## config.mk

```make
export PLATFORM = sky130hd
export DESIGN_NAME = uart_coll_guard
export DESIGN_NICKNAME = d
export VERILOG_FILES = /design/src/rtl/ucg_pkg.sv /design/src/rtl/ucg_rx_sync.sv /design/src/rtl/ucg_regs.sv /design/src/rtl/ucg_start_gate.sv /design/src/rtl/uart_coll_guard.sv
export SDC_FILE = /design/constraint.sdc
export NUM_CORES = 1
export LEC_CHECK = 0
export ABC_AREA = 1
export CAP_MARGIN = 20
export CORE_MARGIN = 1
export CORE_UTILIZATION = 30
export CTS_CLUSTER_DIAMETER = 80
export DETAILED_ROUTE_END_ITERATION = 8
export GPL_TIMING_DRIVEN = 1
export PLACE_DENSITY = 0.7
export REMOVE_ABC_BUFFERS = 1
export SYNTH_ARGS = -nofsm -noshare
export SYNTH_HDL_FRONTEND = slang
export SYNTH_SLANG_ARGS = --single-unit
```

## constraint.sdc

```tcl
create_clock -name clk_i -period 1.25 [get_ports clk_i]
set_input_delay 0.1875 -clock clk_i [delete_from_list [all_inputs] [get_ports clk_i]]
set_output_delay 0.1875 -clock clk_i [all_outputs]
set_load 0.1 [all_outputs]
```

## src/rtl/ucg_pkg.sv

```systemverilog
package ucg_pkg;
  localparam int REG_W      = 8;
  localparam int SYNC_DEPTH = 2;

  // register addresses
  localparam logic ADDR_MODE = 1'b0;
  localparam logic ADDR_CTRL = 1'b1;

  // mode register bit positions
  localparam int BIT_SMP_TMR  = 4;
  localparam int BIT_AUTO_CLR = 5;
  localparam int BIT_EDGE_GO  = 6;

  // control register bit positions
  localparam int BIT_TXEN = 0;
  localparam int BIT_IRQ  = 1;

  typedef struct packed {
    logic edge_go;
    logic auto_clr;
    logic smp_tmr;
  } ucg_mode_t;
endpackage

```

## src/rtl/ucg_rx_sync.sv

```systemverilog
module ucg_rx_sync #(
  parameter int STAGES = 2
) (
  input  logic clk_i,
  input  logic rst_ni,
  input  logic rxd_i,
  output logic rx_lvl_o,
  output logic rx_fall_o
);
  localparam int CHAIN_W = STAGES + 1;

  logic [CHAIN_W-1:0] chain_q;
  logic [CHAIN_W-1:0] chain_d;

  always_comb begin
    chain_d = {chain_q[CHAIN_W-2:0], rxd_i};
  end

  always_ff @(posedge clk_i or negedge rst_ni) begin
    if (!rst_ni) chain_q <= '1;
    else         chain_q <= chain_d;
  end

  assign rx_lvl_o  = chain_q[STAGES-1];
  assign rx_fall_o = chain_q[STAGES] & ~chain_q[STAGES-1];
endmodule

```

## src/rtl/ucg_regs.sv

```systemverilog
module ucg_regs
  import ucg_pkg::*;
#(
  parameter int DW = REG_W
) (
  input  logic          clk_i,
  input  logic          rst_ni,
  input  logic          we_i,
  input  logic          addr_i,
  input  logic [DW-1:0] wdata_i,
  input  logic          coll_hit_i,
  input  logic          auto_clr_i,
  output ucg_mode_t     mode_o,
  output logic          tx_en_o,
  output logic          irq_o,
  output logic [DW-1:0] rdata_o
);
  ucg_mode_t mode_q, mode_d;
  logic      en_q, en_d;
  logic      irq_q, irq_d;
  logic      wr_mode, wr_ctrl, clr_req;
  logic      wdata_unused;

  assign wdata_unused = ^wdata_i;
  assign wr_mode = we_i && (addr_i == ADDR_MODE);
  assign wr_ctrl = we_i && (addr_i == ADDR_CTRL);
  assign clr_req = wr_ctrl && !wdata_i[BIT_IRQ];

  always_comb begin
    mode_d = mode_q;
    if (wr_mode) begin
      mode_d.smp_tmr  = wdata_i[BIT_SMP_TMR];
      mode_d.auto_clr = wdata_i[BIT_AUTO_CLR];
      mode_d.edge_go  = wdata_i[BIT_EDGE_GO];
    end
    en_d = en_q;
    if (wr_ctrl) en_d = wdata_i[BIT_TXEN];
    if (coll_hit_i && auto_clr_i) en_d = 1'b0;
    irq_d = irq_q;
    if (clr_req) irq_d = 1'b0;
    if (coll_hit_i) irq_d = 1'b1;
  end

  always_ff @(posedge clk_i or negedge rst_ni) begin
    if (!rst_ni) begin
      mode_q <= '0;
      en_q   <= 1'b0;
      irq_q  <= 1'b0;
    end else begin
      mode_q <= mode_d;
      en_q   <= en_d;
      irq_q  <= irq_d;
    end
  end

  always_comb begin
    rdata_o = '0;
    if (addr_i == ADDR_MODE) begin
      rdata_o[BIT_SMP_TMR]  = mode_q.smp_tmr;
      rdata_o[BIT_AUTO_CLR] = mode_q.auto_clr;
      rdata_o[BIT_EDGE_GO]  = mode_q.edge_go;
    end else begin
      rdata_o[BIT_TXEN] = en_q;
      rdata_o[BIT_IRQ]  = irq_q;
    end
  end

  assign mode_o  = mode_q;
  assign tx_en_o = en_q;
  assign irq_o   = irq_q;


  irq_sticky_chk: assert property (@(posedge clk_i) disable iff (!rst_ni)
    (irq_q && !clr_req) |=> irq_q);


  auto_clr_chk: assert property (@(posedge clk_i) disable iff (!rst_ni)
    (coll_hit_i && auto_clr_i) |=> (!en_q && irq_q));
endmodule

```

## src/rtl/ucg_start_gate.sv

```systemverilog
module ucg_start_gate (
  input  logic clk_i,
  input  logic rst_ni,
  input  logic tx_en_i,
  input  logic edge_mode_i,
  input  logic rx_fall_i,
  input  logic frame_done_i,
  output logic start_ok_o
);
  logic permit_q, permit_d;

  always_comb begin
    permit_d = permit_q;
    if (!tx_en_i || frame_done_i) permit_d = 1'b0;
    else if (rx_fall_i)           permit_d = 1'b1;
  end

  always_ff @(posedge clk_i or negedge rst_ni) begin
    if (!rst_ni) permit_q <= 1'b0;
    else         permit_q <= permit_d;
  end

  assign start_ok_o = tx_en_i && (edge_mode_i ? permit_q : 1'b1);


  permit_hold_chk: assert property (@(posedge clk_i) disable iff (!rst_ni)
    (permit_q && tx_en_i && !frame_done_i) |=> permit_q);


  grant_after_edge_chk: assert property (@(posedge clk_i) disable iff (!rst_ni)
    $rose(permit_q) |-> $past(rx_fall_i));
endmodule

```

## src/rtl/uart_coll_guard.sv

```systemverilog
module uart_coll_guard
  import ucg_pkg::*;
(
  input  logic             clk_i,
  input  logic             rst_ni,
  input  logic             sync_mode_i,
  input  logic             reg_we_i,
  input  logic             reg_addr_i,
  input  logic [REG_W-1:0] reg_wdata_i,
  output logic [REG_W-1:0] reg_rdata_o,
  input  logic             txd_i,
  input  logic             rxd_i,
  input  logic             xfer_clk_i,
  input  logic             tmr_uflow_i,
  input  logic             tx_busy_i,
  input  logic             frame_done_i,
  output logic             tx_en_o,
  output logic             tx_start_ok_o,
  output logic             coll_irq_o
);
  ucg_mode_t mode_st, mode_eff;
  logic      rx_lvl, rx_fall;
  logic      smp_evt, coll_hit;

  ucg_rx_sync #(.STAGES(SYNC_DEPTH)) u_sync (
    .clk_i    (clk_i),
    .rst_ni   (rst_ni),
    .rxd_i    (rxd_i),
    .rx_lvl_o (rx_lvl),
    .rx_fall_o(rx_fall)
  );

  // in clock-synchronous mode every special bit behaves as 0
  assign mode_eff = sync_mode_i ? ucg_mode_t'('0) : mode_st;
  assign smp_evt  = mode_eff.smp_tmr ? tmr_uflow_i : xfer_clk_i;
  assign coll_hit = smp_evt && tx_en_o && tx_busy_i && (rx_lvl != txd_i);

  ucg_regs #(.DW(REG_W)) u_regs (
    .clk_i     (clk_i),
    .rst_ni    (rst_ni),
    .we_i      (reg_we_i),
    .addr_i    (reg_addr_i),
    .wdata_i   (reg_wdata_i),
    .coll_hit_i(coll_hit),
    .auto_clr_i(mode_eff.auto_clr),
    .mode_o    (mode_st),
    .tx_en_o   (tx_en_o),
    .irq_o     (coll_irq_o),
    .rdata_o   (reg_rdata_o)
  );

  ucg_start_gate u_gate (
    .clk_i       (clk_i),
    .rst_ni      (rst_ni),
    .tx_en_i     (tx_en_o),
    .edge_mode_i (mode_eff.edge_go),
    .rx_fall_i   (rx_fall),
    .frame_done_i(frame_done_i),
    .start_ok_o  (tx_start_ok_o)
  );


  idle_quiet_chk: assert property (@(posedge clk_i) disable iff (!rst_ni)
    $rose(coll_irq_o) |-> $past(tx_en_o && tx_busy_i));


  sync_mode_open_chk: assert property (@(posedge clk_i) disable iff (!rst_ni)
    (sync_mode_i && tx_en_o) |-> tx_start_ok_o);
endmodule

```

### Yosys cells after proc, flatten, opt, wreduce, memory -nomap -nowiden

Cells that the tools add are included.

| storage, ports and cells | value |
|---|---|
| flip-flop bits (word level) | 9 |
| output and inout bits | 11 |
| logic and storage cells | 36 |

| operators by class | value |
|---|---|
| equality and inequality tests | 1 |
| mux-type cells | 11 |
| bitwise gates (word level) | 3 |
| reductions and logical operators | 14 |

Operators by type and width:

| kind | number |
|---|---|
| logical AND 1 bit | 8 |
| 2-to-1 mux 1 bit | 8 |
| 2-to-1 mux 3 bit | 2 |
| nonzero test 2 bit | 3 |
| logical NOT 1 bit | 2 |
| 2-to-1 mux 2 bit | 1 |
| NOT 1 bit | 2 |
| bitwise AND 1 bit | 1 |
| logical OR 1 bit | 1 |
| != test 1 bit | 1 |

### Depth between registers and ports, before layout

| logic depth | value |
|---|---|
| word-level depth | 7 |
| gate-level depth with buffers | 7 |
| depth with buffers taken out | 7 |

### Hierarchy

Synthesis repeated with hierarchy kept, for this count alone.

| unflattened totals | value |
|---|---|
| cell total of the unflattened synthesis | 74 |
| area total of the unflattened synthesis | 509.2 um^2 |

By module, submodules not included:

| module | times used | cells an instance | area an instance (um^2) | sequential area each (um^2) |
|---|---|---|---|---|
| ucg_regs | 1 | 43 | 291.5 | 125.1 |
| ucg_rx_sync | 1 | 5 | 88.8 | 78.8 |
| uart_coll_guard | 1 | 18 | 72.6 | 0.0 |
| ucg_start_gate | 1 | 8 | 56.3 | 25.0 |

### Worst setup path before layout

Ideal clock, no wire load.

| timing | value |
|---|---|
| kind | reg2out |
| from | register u_regs.en_q, in the netlist u_regs.tx_en_o |
| to | output tx_start_ok_o |
| arrival | 1744 ps |
| setup slack | -682 ps |
| cell stages (with the launch flop) | 3 |
| path buffers | 0 |
| path through | dfrtp_1 > o31ai_1 > inv_1 |

| on the way | value |
|---|---|
| longest elaborated chain between the ends | 1 |

Ends and longest elaborated chain:

| element | line | source |
|---|---|---|
| from (decl) | ucg_regs.sv:19 | `logic en_q, en_d;` |
| from (signal assigned) | ucg_regs.sv:51 | `en_q <= en_d;` |
| logical AND 1 bit | ucg_start_gate.sv:23 | `assign start_ok_o = tx_en_i && (edge_mode_i ? permit_q : 1'b1);` |
| to (decl) | uart_coll_guard.sv:18 | `output logic tx_start_ok_o,` |

No other way between the ends.

### Final worst setup path

| timing | value |
|---|---|
| from | register u_gate.permit_q |
| to | output tx_start_ok_o |

| on the way | value |
|---|---|
| longest elaborated chain between the ends | 2 |

Ends and longest elaborated chain:

| element | line | source |
|---|---|---|
| from (decl) | ucg_start_gate.sv:10 | `logic permit_q, permit_d;` |
| from (signal assigned) | ucg_start_gate.sv:20 | `else permit_q <= permit_d;` |
| 2-to-1 mux 1 bit | ucg_start_gate.sv:23 |  |
| logical AND 1 bit | ucg_start_gate.sv:23 |  |

No other way between the ends.

==> impl_metrics.yaml <==
worst_setup_path:
  end_kind: "output pin"
  slowest_delay_ns: 0.38
  worstPathRequired_ns: 1.06
  critPathBufInv: 2
  worstPathArrival_ns: 1.14
  crit_chain: "o31ai_1 > inv_1 > buf_12"
  criticalPathCategory: "reg2out"
  slowest_stage: "dfrtp_1"
  critPathLaunchType: "flop"
  cpLargestDelayFamily: "flip-flops"
  path_max_fanout: 2
detailed_routing:
  drc: 0
  totalWireLength_um: 909
  ant_nets: 0
  drtPass1Iterations: 3
  wl_per_cell_um: 9.09
  drt_iter0_drc: 6
  vias_per_cell: 4.23
  num_vias: 423
placed_design:
  hpwl_um: 807
  place_congestion: 0.716
  port-buffer-count: 23
sta:
  setup_viol: 1
  rsz0062_at_grt: "yes"
  post-route-min-period_ns: 1.33
  hold_viol_final: 0
  skew_ns: 0.00116
  timing.fmax_mhz: 752
  post-route-period-util_pct: 106
  setup_ws_ns: -0.0791
  slew_viol_final: 0
die:
  core_um2: 1330
  rows: 13
  pin_count: 30
  die-area_um2: 1630
  initial_core_util_pct: 33.1
  die_w_um: 40.4
  die_h_um: 40.4
power_and_ir_drop:
  peakVddDrop_mv: 0.801
  cellLeakagePower_nw: 0.410
  cellPowerDensity_nw_per_um2: 1490
  total_power_mw: 1.19
global_route:
  grt_usage_pct: 13.4
  antenna_found_initial: 0
  grt_overflow: 0
  grt_pass1_vias: 373
  grt_pass1_wl_mm: 1.46
  grt_max_degree: 10
clocking:
  insertion_delay_ns: 0.25
  ctsHtreeMaxLevel: 1
  cts_buffers: 3
  cts_tree: "built"
  post_cts_buffers: 0
  cts_root_buf: "clkbuf_4"
  clock-sinks: 9
  clkTransAtPathRegs_ns: 0.06
  cts_max_path_buffers: 2
synthesis:
  seq_area_frac_synth_pct: 51.8
  synth_cell_types: 13
  syn_avg_cell_area_um2: 7.62
  synth.ff_latch_count: 9
  synthCells: 58
  syn-cell-area_um2: 442
  yosys-top-cells-area: "dfrtp_1 (34%), dfstp_2 (18%), nand2_1 (11%)"
  yosys.area.top_type: "dfrtp_1"
  synth_top_area_share_pct: 34.0
  yosys_warnings: 0
final_layout:
  fillers: 120
  finalNetCount: 105
  syn_to_final_growth_pct: 80.7
  antenna-diode-count: 0
  seqCellArea_um2: 230
  layout_common_cells: "clkdlybuf4s50_1 (14), nand2_1 (13), inv_1 (12), buf_12 (8), nor2_1 (6)"
  layout_commonest_cell: "clkdlybuf4s50_1"
  drive_gt1_share_pct: 24.7
  multi_input_area_um2: 160
  post-route-util_pct: 59.8
run_status:
  status: "finished, violations left"
  violations: "setup timing"
hold_path:
  holdCritPathClass: "in2async"
job:
  maxCapViolCount: 0
## report_power, final
group / internal [mW] / switching, mW / leakage [nW]
Clock: 0.118 / 0.101 / 0.0177
Sequential: 0.329 / 0.0276 / 0.100
Combinational: 0.212 / 0.407 / 0.292
Total: 0.658 / 0.535 / 0.410
## per-stage QoR
| stage | hold WS, ns | TNS, ns | instance area [um^2] | setup WS (ns) | cells |
|---|---|---|---|---|---|
| after floorplan | -0.108 | -3.96 | 427 | -0.682 | 57 |
| after global placement | 0.345 | -0.633 | 763 | -0.119 | 96 |
| after detailed placement | 0.349 | -0.728 | 763 | -0.130 | 96 |
| after CTS | 0.247 | -0.0915 | 797 | -0.0915 | 100 |
| after global routing | 0.248 | -0.131 | 798 | -0.131 | 100 |
| final | 0.233 | -0.0791 | 798 | -0.0791 | 100 |
## registers in the layout, summed over array words and instances, names as in the netlist
name / count
u_regs.mode_o: 3
u_sync.chain_q: 3
u_gate.permit_q: 1
u_regs.irq_o: 1
u_regs.tx_en_o: 1
## routing by layer
metal	routed length, um	track usage (%)	vias to the layer above
li1	-	-	221
met1	381	17.3	183
met2	456	23.0	19
met3	70	4.44	0
met4	0	0	0
met5	0	0	-
## final cells by class
type | instances | share of cell area (%)
multi-input combinational | 36 | 20.1
timing repair buffer | 24 | 39.7
inverter | 12 | 5.64
tap | 15 | 2.35
clock inverter | 1 | 0.627
clock buffer | 3 | 2.82
sequential | 9 | 28.8
## timing repair
action | CTS | global route
resized for setup | 4 | 1
cloned | 0 | 0
setup endpoints to repair | 6 | 2
hold buffers | 0 | 0
## worst paths after layout
| path | cells past startpoint | to | slack, ns | from |
|---|---|---|---|---|
| min | 1 | u_regs.mode_o[2] | 0.23 | rst_ni |
| max | 3 | tx_start_ok_o | -0.08 | u_gate.permit_q |
| min reg2reg | 0 | u_sync.chain_q[1] | 0.36 | u_sync.chain_q[0] |
| max reg2reg | 7 | u_regs.tx_en_o | 0.15 | u_sync.chain_q[1] |
| min in group clk_i | 1 | u_sync.chain_q[0] | 0.33 | rxd_i |
| max in group asynchronous | 1 | u_sync.chain_q[2] | 0.69 | rst_ni |
## cells by family (layout without fill, tap and decap cells)
logic type	Yosys count	in the layout	share of synthesized area, %
buf+inv	15	40	15.3
simple gates	26	26	23.5
flops	9	9	51.8
compound gates	7	7	8.50
other cells	1	3	0.849
## synthesized netlist by cell type
cell	n
conb_1	1
dfrtp_1	6
nand2_2	1
a21oi_1	5
o21ai_0	1
buf_4	3
nand2_1	13
nor2_1	9
nand3_1	2
o31ai_1	1
dfstp_2	3
inv_1	12
nor3_1	1
Note: power is estimated with default switching activity, not from simulation.
